**config.mk**
```make
export PLATFORM = sky130hd
export DESIGN_NAME = bl_pwm_top
export DESIGN_NICKNAME = d
export VERILOG_FILES = /design/src/rtl/bl_pwm_pkg.sv /design/src/rtl/bl_pwm_regs.sv /design/src/rtl/bl_pwm_sync.sv /design/src/rtl/bl_pwm_counter.sv /design/src/rtl/bl_pwm_top.sv
export SDC_FILE = /design/constraint.sdc
export NUM_CORES = 1
export LEC_CHECK = 0
export BUFFER_PORTS_ARGS = -buffer_cell sky130_fd_sc_hd__buf_2
export CAP_MARGIN = 15
export CORE_MARGIN = 2
export CORE_UTILIZATION = 50
export CTS_CLUSTER_DIAMETER = 50
export CTS_CLUSTER_SIZE = 40
export DETAILED_ROUTE_END_ITERATION = 12
export PLACE_DENSITY = 0.73
export SYNTH_ARGS = -nofsm -noshare
export SYNTH_HDL_FRONTEND = slang
export SYNTH_SLANG_ARGS = --single-unit
```
**constraint.sdc**
```tcl
create_clock -name clk -period 2.19 [get_ports clk]
set_input_delay 0.1095 -clock clk [delete_from_list [all_inputs] [get_ports clk]]
set_output_delay 0.1095 -clock clk [all_outputs]
set_load 0.02 [all_outputs]
```
**src/rtl/bl_pwm_pkg.sv**
```systemverilog
package bl_pwm_pkg;
  localparam int ADDR_W = 8;
  localparam int DATA_W = 32;
  localparam int DIV_W  = 10;
  localparam int PER_W  = 12;
  localparam int HI_W   = 13;
  localparam int DBG_W  = 2;
  localparam int DIV_LSB = 16;
  localparam int HI_LSB  = 16;

  localparam logic [ADDR_W-1:0] OFS_RUN    = 8'h00;
  localparam logic [ADDR_W-1:0] OFS_COMMIT = 8'h08;
  localparam logic [ADDR_W-1:0] OFS_CFG0   = 8'h10;
  localparam logic [ADDR_W-1:0] OFS_CFG1   = 8'h14;
  localparam logic [ADDR_W-1:0] OFS_DBG    = 8'h80;
  localparam logic [DBG_W-1:0]  BYPASS_CODE = '1;

  typedef struct packed {
    logic [DIV_W-1:0] div;
    logic [PER_W-1:0] per;
    logic [HI_W-1:0]  high;
  } pwm_cfg_t;

  // Output level for a given step inside the period.
  function automatic logic level_at(input logic [PER_W-1:0] step,
                                    input logic [HI_W-1:0] width);
    return {1'b0, step} < width;
  endfunction

  // True when a counter has reached (or passed) its terminal value.
  function automatic logic at_limit(input logic [PER_W-1:0] cur,
                                    input logic [PER_W-1:0] lim);
    return cur >= lim;
  endfunction
endpackage

```
**src/rtl/bl_pwm_regs.sv**
```systemverilog
module bl_pwm_regs
  import bl_pwm_pkg::*;
(
  input  logic              clk,
  input  logic              rst_n,
  input  logic [ADDR_W-1:0] addr,
  input  logic [DATA_W-1:0] wdata,
  input  logic              we,
  output logic [DATA_W-1:0] rdata,
  output logic              run_en,
  output pwm_cfg_t          shadow,
  output logic              bypass,
  output logic              commit_req
);
  logic             commit_bit;
  logic [DBG_W-1:0] dbg;
  logic             wr_run, wr_commit, wr_cfg0, wr_cfg1, wr_dbg;

  assign wr_run    = we && (addr == OFS_RUN);
  assign wr_commit = we && (addr == OFS_COMMIT);
  assign wr_cfg0   = we && (addr == OFS_CFG0);
  assign wr_cfg1   = we && (addr == OFS_CFG1);
  assign wr_dbg    = we && (addr == OFS_DBG);

  assign commit_req = wr_commit && wdata[0];
  assign bypass     = (dbg == BYPASS_CODE);

  always_ff @(posedge clk or negedge rst_n) begin
    if (!rst_n) begin
      run_en     <= 1'b0;
      commit_bit <= 1'b0;
      shadow     <= '0;
      dbg        <= '0;
    end else begin
      if (wr_run)    run_en      <= wdata[0];
      if (wr_commit) commit_bit  <= wdata[0];
      if (wr_cfg0)   shadow.div  <= wdata[DIV_LSB +: DIV_W];
      if (wr_cfg1) begin
        shadow.per  <= wdata[PER_W-1:0];
        shadow.high <= wdata[HI_LSB +: HI_W];
      end
      if (wr_dbg)    dbg         <= wdata[DBG_W-1:0];
    end
  end

  always_comb begin
    rdata = '0;
    case (addr)
      OFS_RUN:    rdata[0] = run_en;
      OFS_COMMIT: rdata[0] = commit_bit;
      OFS_CFG0: begin
        rdata[DIV_LSB +: DIV_W] = shadow.div;
        rdata[0]                = run_en;
      end
      OFS_CFG1: begin
        rdata[PER_W-1:0]       = shadow.per;
        rdata[HI_LSB +: HI_W]  = shadow.high;
      end
      OFS_DBG:    rdata[DBG_W-1:0] = dbg;
      default:    rdata = '0;
    endcase
  end
endmodule

```
**src/rtl/bl_pwm_sync.sv**
```systemverilog
module bl_pwm_sync
  import bl_pwm_pkg::*;
(
  input  logic     clk,
  input  logic     rst_n,
  input  logic     run_en,
  input  logic     period_end,
  input  logic     bypass,
  input  logic     commit_req,
  input  pwm_cfg_t shadow,
  output pwm_cfg_t active,
  output logic     pend
);
  logic want, take;

  assign want = pend || commit_req;
  assign take = want && (!run_en || period_end);

  always_ff @(posedge clk or negedge rst_n) begin
    if (!rst_n) begin
      active <= '0;
      pend   <= 1'b0;
    end else if (bypass) begin
      active <= shadow;
      pend   <= 1'b0;
    end else if (take) begin
      active <= shadow;
      pend   <= 1'b0;
    end else begin
      pend   <= want;
    end
  end
endmodule

```
**src/rtl/bl_pwm_counter.sv**
```systemverilog
module bl_pwm_counter
  import bl_pwm_pkg::*;
(
  input  logic             clk,
  input  logic             rst_n,
  input  logic             run_en,
  input  pwm_cfg_t         active,
  output logic [DIV_W-1:0] pre_cnt,
  output logic [PER_W-1:0] step_cnt,
  output logic             period_end,
  output logic             pwm_out
);
  logic pre_wrap, step_wrap;

  assign pre_wrap   = at_limit({{(PER_W-DIV_W){1'b0}}, pre_cnt},
                               {{(PER_W-DIV_W){1'b0}}, active.div});
  assign step_wrap  = at_limit(step_cnt, active.per);
  assign period_end = run_en && pre_wrap && step_wrap;
  assign pwm_out    = run_en && level_at(step_cnt, active.high);

  always_ff @(posedge clk or negedge rst_n) begin
    if (!rst_n) begin
      pre_cnt  <= '0;
      step_cnt <= '0;
    end else if (!run_en) begin
      pre_cnt  <= '0;
      step_cnt <= '0;
    end else if (pre_wrap) begin
      pre_cnt  <= '0;
      step_cnt <= step_wrap ? '0 : step_cnt + 1'b1;
    end else begin
      pre_cnt  <= pre_cnt + 1'b1;
    end
  end
endmodule

```
**src/rtl/bl_pwm_top.sv**
```systemverilog
module bl_pwm_top
  import bl_pwm_pkg::*;
(
  input  logic              clk,
  input  logic              rst_n,
  input  logic [ADDR_W-1:0] reg_addr,
  input  logic [DATA_W-1:0] reg_wdata,
  input  logic              reg_we,
  output logic [DATA_W-1:0] reg_rdata,
  output logic              pwm_out
);
  logic             run_en, bypass, commit_req, pend, period_end;
  pwm_cfg_t         shadow, active;
  logic [DIV_W-1:0] pre_cnt;
  logic [PER_W-1:0] step_cnt;

  bl_pwm_regs u_regs (
    .clk(clk), .rst_n(rst_n), .addr(reg_addr), .wdata(reg_wdata),
    .we(reg_we), .rdata(reg_rdata), .run_en(run_en), .shadow(shadow),
    .bypass(bypass), .commit_req(commit_req)
  );

  bl_pwm_sync u_sync (
    .clk(clk), .rst_n(rst_n), .run_en(run_en), .period_end(period_end),
    .bypass(bypass), .commit_req(commit_req), .shadow(shadow),
    .active(active), .pend(pend)
  );

  bl_pwm_counter u_cnt (
    .clk(clk), .rst_n(rst_n), .run_en(run_en), .active(active),
    .pre_cnt(pre_cnt), .step_cnt(step_cnt), .period_end(period_end),
    .pwm_out(pwm_out)
  );
endmodule

```
Word-level counts from Yosys, hierarchy flattened --
Index checks and enable logic that the tools add are counted.
Word-level totals: memories kept 0, bits in read-only memories 0, bits in latches 0, RAM bits 0, output and inout port bits 33, register bits after elaboration 97, logic and storage cells 53
Cells by class: eq/ne operators 6, muxes and demuxes 14, bitwise gates (word level) 0, magnitude comparators 3, shifts and indexed selects 0, add/sub/neg operators 2, reduce and logical (&&, ||, !) cells 16, $mul 0, div/mod/pow operators 0
Operators by type and width (count):
- $mux 35 | 2
- $mux 12 | 3
- $mux 10 | 3
- $pmux 10 s2 | 1
- $eq 8x5->1 const B | 2
- $lt 12x13->1 | 1
- $add 12x1->12 const B | 1
- $ge 12x12->1 | 1
- $add 10x1->10 const B | 1
- $ge 10x10->1 | 1
- $logic_and 1x1->1 | 10
- $eq 8x4->1 const B | 1
- $eq 8x8->1 const B | 1
- $logic_not 8->1 | 1
- $pmux 1 s4 | 1
- $mux 3 | 1
- $eq 2x2->1 const B | 1
- $logic_or 1x1->1 | 2
- $mux 1 | 2
- $ne 2x1->1 const B | 1
- $pmux 1 s2 | 1
- $reduce_bool 2->1 | 1
- $reduce_or 2->1 | 1
- $logic_not 1->1 | 1

Longest topological paths before layout --
depth after elaboration 7, depth in mapped cells 10

Hierarchy --
Synthesis repeated with hierarchy kept, for this count alone.
Second synthesis, totals: cells, all modules 449, area total of the unflattened synthesis 5398.9 um2
Modules (own cells, without submodules):
- bl_pwm_counter | instances 1, seq. area each 550.5 um2, cells an instance 231, area an instance 1954.4 um2
- bl_pwm_regs | instances 1, seq. area each 975.9 um2, cells an instance 140, area an instance 1945.6 um2
- bl_pwm_sync | instances 1, seq. area each 900.9 um2, cells an instance 78, area an instance 1498.9 um2

Worst setup path after synthesis --
Ideal clock, no wire load.
path type register to register, start point register u_cnt.step_cnt[9], end point register u_cnt.step_cnt[3], library setup time 0.078 ns, data arrival time 2.226 ns, setup slack -0.114 ns, cell stages (with the launch flop) 9, cells stage by stage dfrtp_1 ha_1 a21o_1 a21o_1 a211o_1 a21o_1 buf_6 or4_1 a21boi_1
On the way: cells in the longest elaborated chain, start to end 4
RTL lines:
- start: declaration | line bl_pwm_counter.sv:9 | output logic [PER_W-1:0] step_cnt,
- start signal: assignment | line bl_pwm_counter.sv:30 | step_cnt <= step_wrap ? '0 : step_cnt + 1'b1;
- $ge 12x12->1 | line bl_pwm_pkg.sv:33 | return cur >= lim;
- $mux 12 | line bl_pwm_counter.sv:30
- $mux 12 | line bl_pwm_counter.sv:28 | end else if (pre_wrap) begin
- $mux 12 | line bl_pwm_counter.sv:25 | end else if (!run_en) begin
No other way between the ends. The select of a mux whose other input is x is not followed. A chain may end at the register's enable or synchronous reset.

Worst setup path in the final report --
start point register u_cnt.pre_cnt[9], end point register u_cnt.step_cnt[3]
On the way: cells in the longest elaborated chain, start to end 2
RTL lines:
- start: declaration | line bl_pwm_counter.sv:8 | output logic [DIV_W-1:0] pre_cnt,
- start signal: assignment | line bl_pwm_counter.sv:32 | pre_cnt <= pre_cnt + 1'b1;
- $ge 10x10->1 | line bl_pwm_pkg.sv:33
- $ne 2x1->1 (no line)
No other way between the ends.

==> results.json <==
{
  "failed_checks": "setup timing",
  "fin_skew_ns": 0.0112,
  "ir_drop_uv": 421,
  "ys.warnings.count": 0,
  "netlist_area_um2": 6050,
  "hold_viol_final": 0,
  "min_path_type": "in -> reg",
  "period_share_pct": 102,
  "antenna_found_initial": 0,
  "root_buffer": "clkbuf_16",
  "outcome": "complete, but fails checks",
  "synth_area_per_cell_um2": 9.16,
  "crit_fanout": 7,
  "worst_hold_slack_ns": 0.00417,
  "cts.path.max_buffers": 2,
  "relSlewSlack_pct": 54.2,
  "netlist_instances": 661,
  "core-area_um2": 11900,
  "grt.total_usage_pct": 26.5,
  "dieArea_um2": 13000,
  "synth-async-reset-ratio_pct": 100,
  "final_cell_mix": "96 x dfrtp_1, 61 x nand3_1, 59 x buf_2, 56 x nand2_1, 53 x buf_4",
  "tightest_slew_ns": 0.684,
  "synthToLayoutAreaGrowth_pct": 28.3,
  "final_common_cell": "dfrtp_1",
  "rows": 40,
  "ys_seq_elements": 97,
  "setup_viol": 2,
  "reg2regPathDepth": 9,
  "initial_core_util_pct": 50.8,
  "crit_type": "reg -> reg",
  "drtPass1Iterations": 5,
  "slew_violations": 0,
  "final_area_um2": 7760,
  "cts_tree": "done",
  "io_pins": 76,
  "p_leak_nw": 3.94,
  "cp-start-kind": "register",
  "synth.distinct_cells": 48,
  "routed-via-count": 5771,
  "crit_chain": "ha_4, nand2_2, nor2_4, nand3_2, and2_4, buf_4, buf_4, or4_4, a21boi_1",
  "vias_per_cell": 6.26,
  "first_global_vias": 5369,
  "drt_first_iter_violations": 595,
  "pre_cts_ws_ns": -0.145,
  "fmax_mhz": 447,
  "place.gp.congestion": 0.837,
  "synth_seq_area_share_pct": 40.1,
  "cp.arrival_ns": 2.51,
  "grt_first_pass_wirelength_um": 27400,
  "ant_nets": 0,
  "routed_wl_um": 17600,
  "pwr_density_cell_nw_per_um2": 538,
  "wl_per_cell_um": 19.1,
  "maxCapViolCount": 0,
  "synthFlopType": "dfrtp_1",
  "grt_max_degree": 71,
  "die_y_um": 114,
  "worst_path_max_delay_cell": "or4_4",
  "period_needed_ns": 2.24,
  "rr_endpoint": "u_cnt.step_cnt[3]$_DFFE_PN0P_",
  "die_w_um": 114,
  "rrSetupSlack_ns": -0.05,
  "globalRouteOverflowTotal": 0,
  "io_buffer_count": 61,
  "critPathMaxStageDelay_ns": 0.49,
  "drc": 0,
  "rr_startpoint": "u_cnt.pre_cnt[9]$_DFF_PN0_",
  "crit_path_frequent_cell": "buf_4",
  "clock-sinks": 97,
  "nets": 848,
  "path_clk_slew_ns": 0.08,
  "setup_ws_ns": -0.0478,
  "place_area_um2": 6820,
  "cts_made_buffers": 9,
  "min_to": "u_regs.shadow[10]$_DFFE_PN0P_",
  "diodes": 0,
  "clock_latency_ns": 0.35,
  "end_kind": "register",
  "holdPathStages": 2,
  "synth_edf_count": 0,
  "drive_gt1_share_pct": 29.0,
  "dpl.hpwl_um": 10900,
  "min-delay-start": "reg_wdata[26]",
  "cts_max_level": 3,
  "rsz0062_at_grt": "true",
  "cp.required_ns": 2.46
}
[sequential cells by signal, summed over array words and instances (netlist names)]
register / cells
u_regs.shadow: 35
u_sync.active: 35
u_cnt.step_cnt: 12
u_cnt.pre_cnt: 10
u_regs.dbg: 2
u_regs.commit_bit: 1
u_regs.run_en: 1
u_sync.pend: 1
[where the power goes]
part / switching (mW) / internal (mW) / leakage (nW) / total (mW)
registers: 0.0714 / 1.87 / 1.17 / 1.94
logic: 0.244 / 0.211 / 2.60 / 0.456
clock network: 0.754 / 1.02 / 0.163 / 1.78
total: 1.07 / 3.11 / 3.94 / 4.18
[worst max path at each step]
stage                             startpoint                        endpoint  slack (ns)
5_1_grt        u_sync.active[29]$_DFFE_PN0P_   u_cnt.step_cnt[3]$_DFFE_PN0P_       -0.10
6_report          u_cnt.pre_cnt[9]$_DFF_PN0_   u_cnt.step_cnt[3]$_DFFE_PN0P_       -0.05
3_3_place_gp   u_sync.active[34]$_DFFE_PN0P_  u_cnt.step_cnt[10]$_DFFE_PN0P_       -0.03
4_1_cts        u_sync.active[22]$_DFFE_PN0P_   u_cnt.step_cnt[3]$_DFFE_PN0P_       -0.02
2_1_floorplan  u_cnt.step_cnt[9]$_DFFE_PN0P_   u_cnt.step_cnt[3]$_DFFE_PN0P_       0.008
3_5_place_dp   u_sync.active[34]$_DFFE_PN0P_   u_cnt.step_cnt[7]$_DFFE_PN0P_       -0.15
[Yosys cell counts (8+ instances only)]
library cell | n | share of area [%]
ha_1 | 35 | 7.2
and3_1 | 44 | 4.5
and2_1 | 16 | 1.7
o21ai_0 | 8 | 0.66
mux2_1 | 8 | 1.5
nand2_1 | 61 | 3.8
inv_1 | 33 | 2.0
nor2_1 | 49 | 3.0
mux2_2 | 31 | 5.8
clkbuf_1 | 39 | 2.4
nand4_1 | 46 | 4.8
a22o_1 | 11 | 1.6
a21oi_1 | 8 | 0.66
nand3_1 | 62 | 5.1
dfrtp_1 | 97 | 40
a221oi_1 | 34 | 4.9
[per-layer routing]
metal	track usage, %	share of wire (%)	vias to the layer above
met2	43.7	49	257
li1	-	-	2653
met4	8.46	2.2	0
met5	0	0	-
met3	3.99	6.5	41
met1	36.2	42	2820
[worst max-delay path, delay by kind of cell, from the launching register on]
kind / cells / cell delay, ns
AO/OA/AOI/OAI: 1 / 0.13
adder cells (fa/ha/maj): 1 / 0.30
buffers and inverters: 2 / 0.31
flip-flops: 1 / 0.43
AND/OR/NAND/NOR: 5 / 1.00
[final cells by class]
| class | instances | area [µm²] |
|---|---|---|
| multi-input combinational | 484 | 3560 |
| tap | 147 | 184 |
| timing repair buffer | 145 | 1130 |
| fill | 878 | 4150 |
| inverter | 33 | 124 |
| clock buffer | 9 | 225 |
| sequential | 97 | 2430 |
| clock inverter | 7 | 106 |
[repair_timing]
action / 4_1_cts / 5_1_grt
gates cloned: 1 / 1
gates resized for setup: 34 / 34
hold endpoints to repair: 60 / 0
setup endpoints to repair: 18 / 58
buffers inserted: 10 / 5
hold buffers: 15 / 0
pin swaps: 17 / 21
[through the flow]
stage | cells | utilization [%] | total power, mW | setup TNS (ns)
after CTS | 917 | 63.2 | 4.15 | -0.0750
after global placement | 876 | 57.3 | 2.33 | -0.0947
final | 922 | 65.2 | 4.18 | -0.0566
after floorplan | 667 | - | 2.18 | 0
after global routing | 922 | 65.2 | 4.31 | -0.928
after detailed placement | 876 | 57.3 | 2.36 | -0.560
[logic make-up (layout without fill, tap and decap cells)]
| family | count (synthesis) | in the layout | share of synthesized area, % |
|---|---|---|---|
| other cells | 1 | 7 | 0.0619 |
| compound gates | 92 | 92 | 12.0 |
| mux | 39 | 39 | 7.26 |
| buf+inv | 86 | 194 | 5.97 |
| simple gates | 303 | 303 | 26.3 |
| fa+ha+maj | 35 | 35 | 7.23 |
| flops | 97 | 97 | 40.1 |
| xor+xnor | 8 | 8 | 1.16 |
Power figures use the tool's default switching activity.
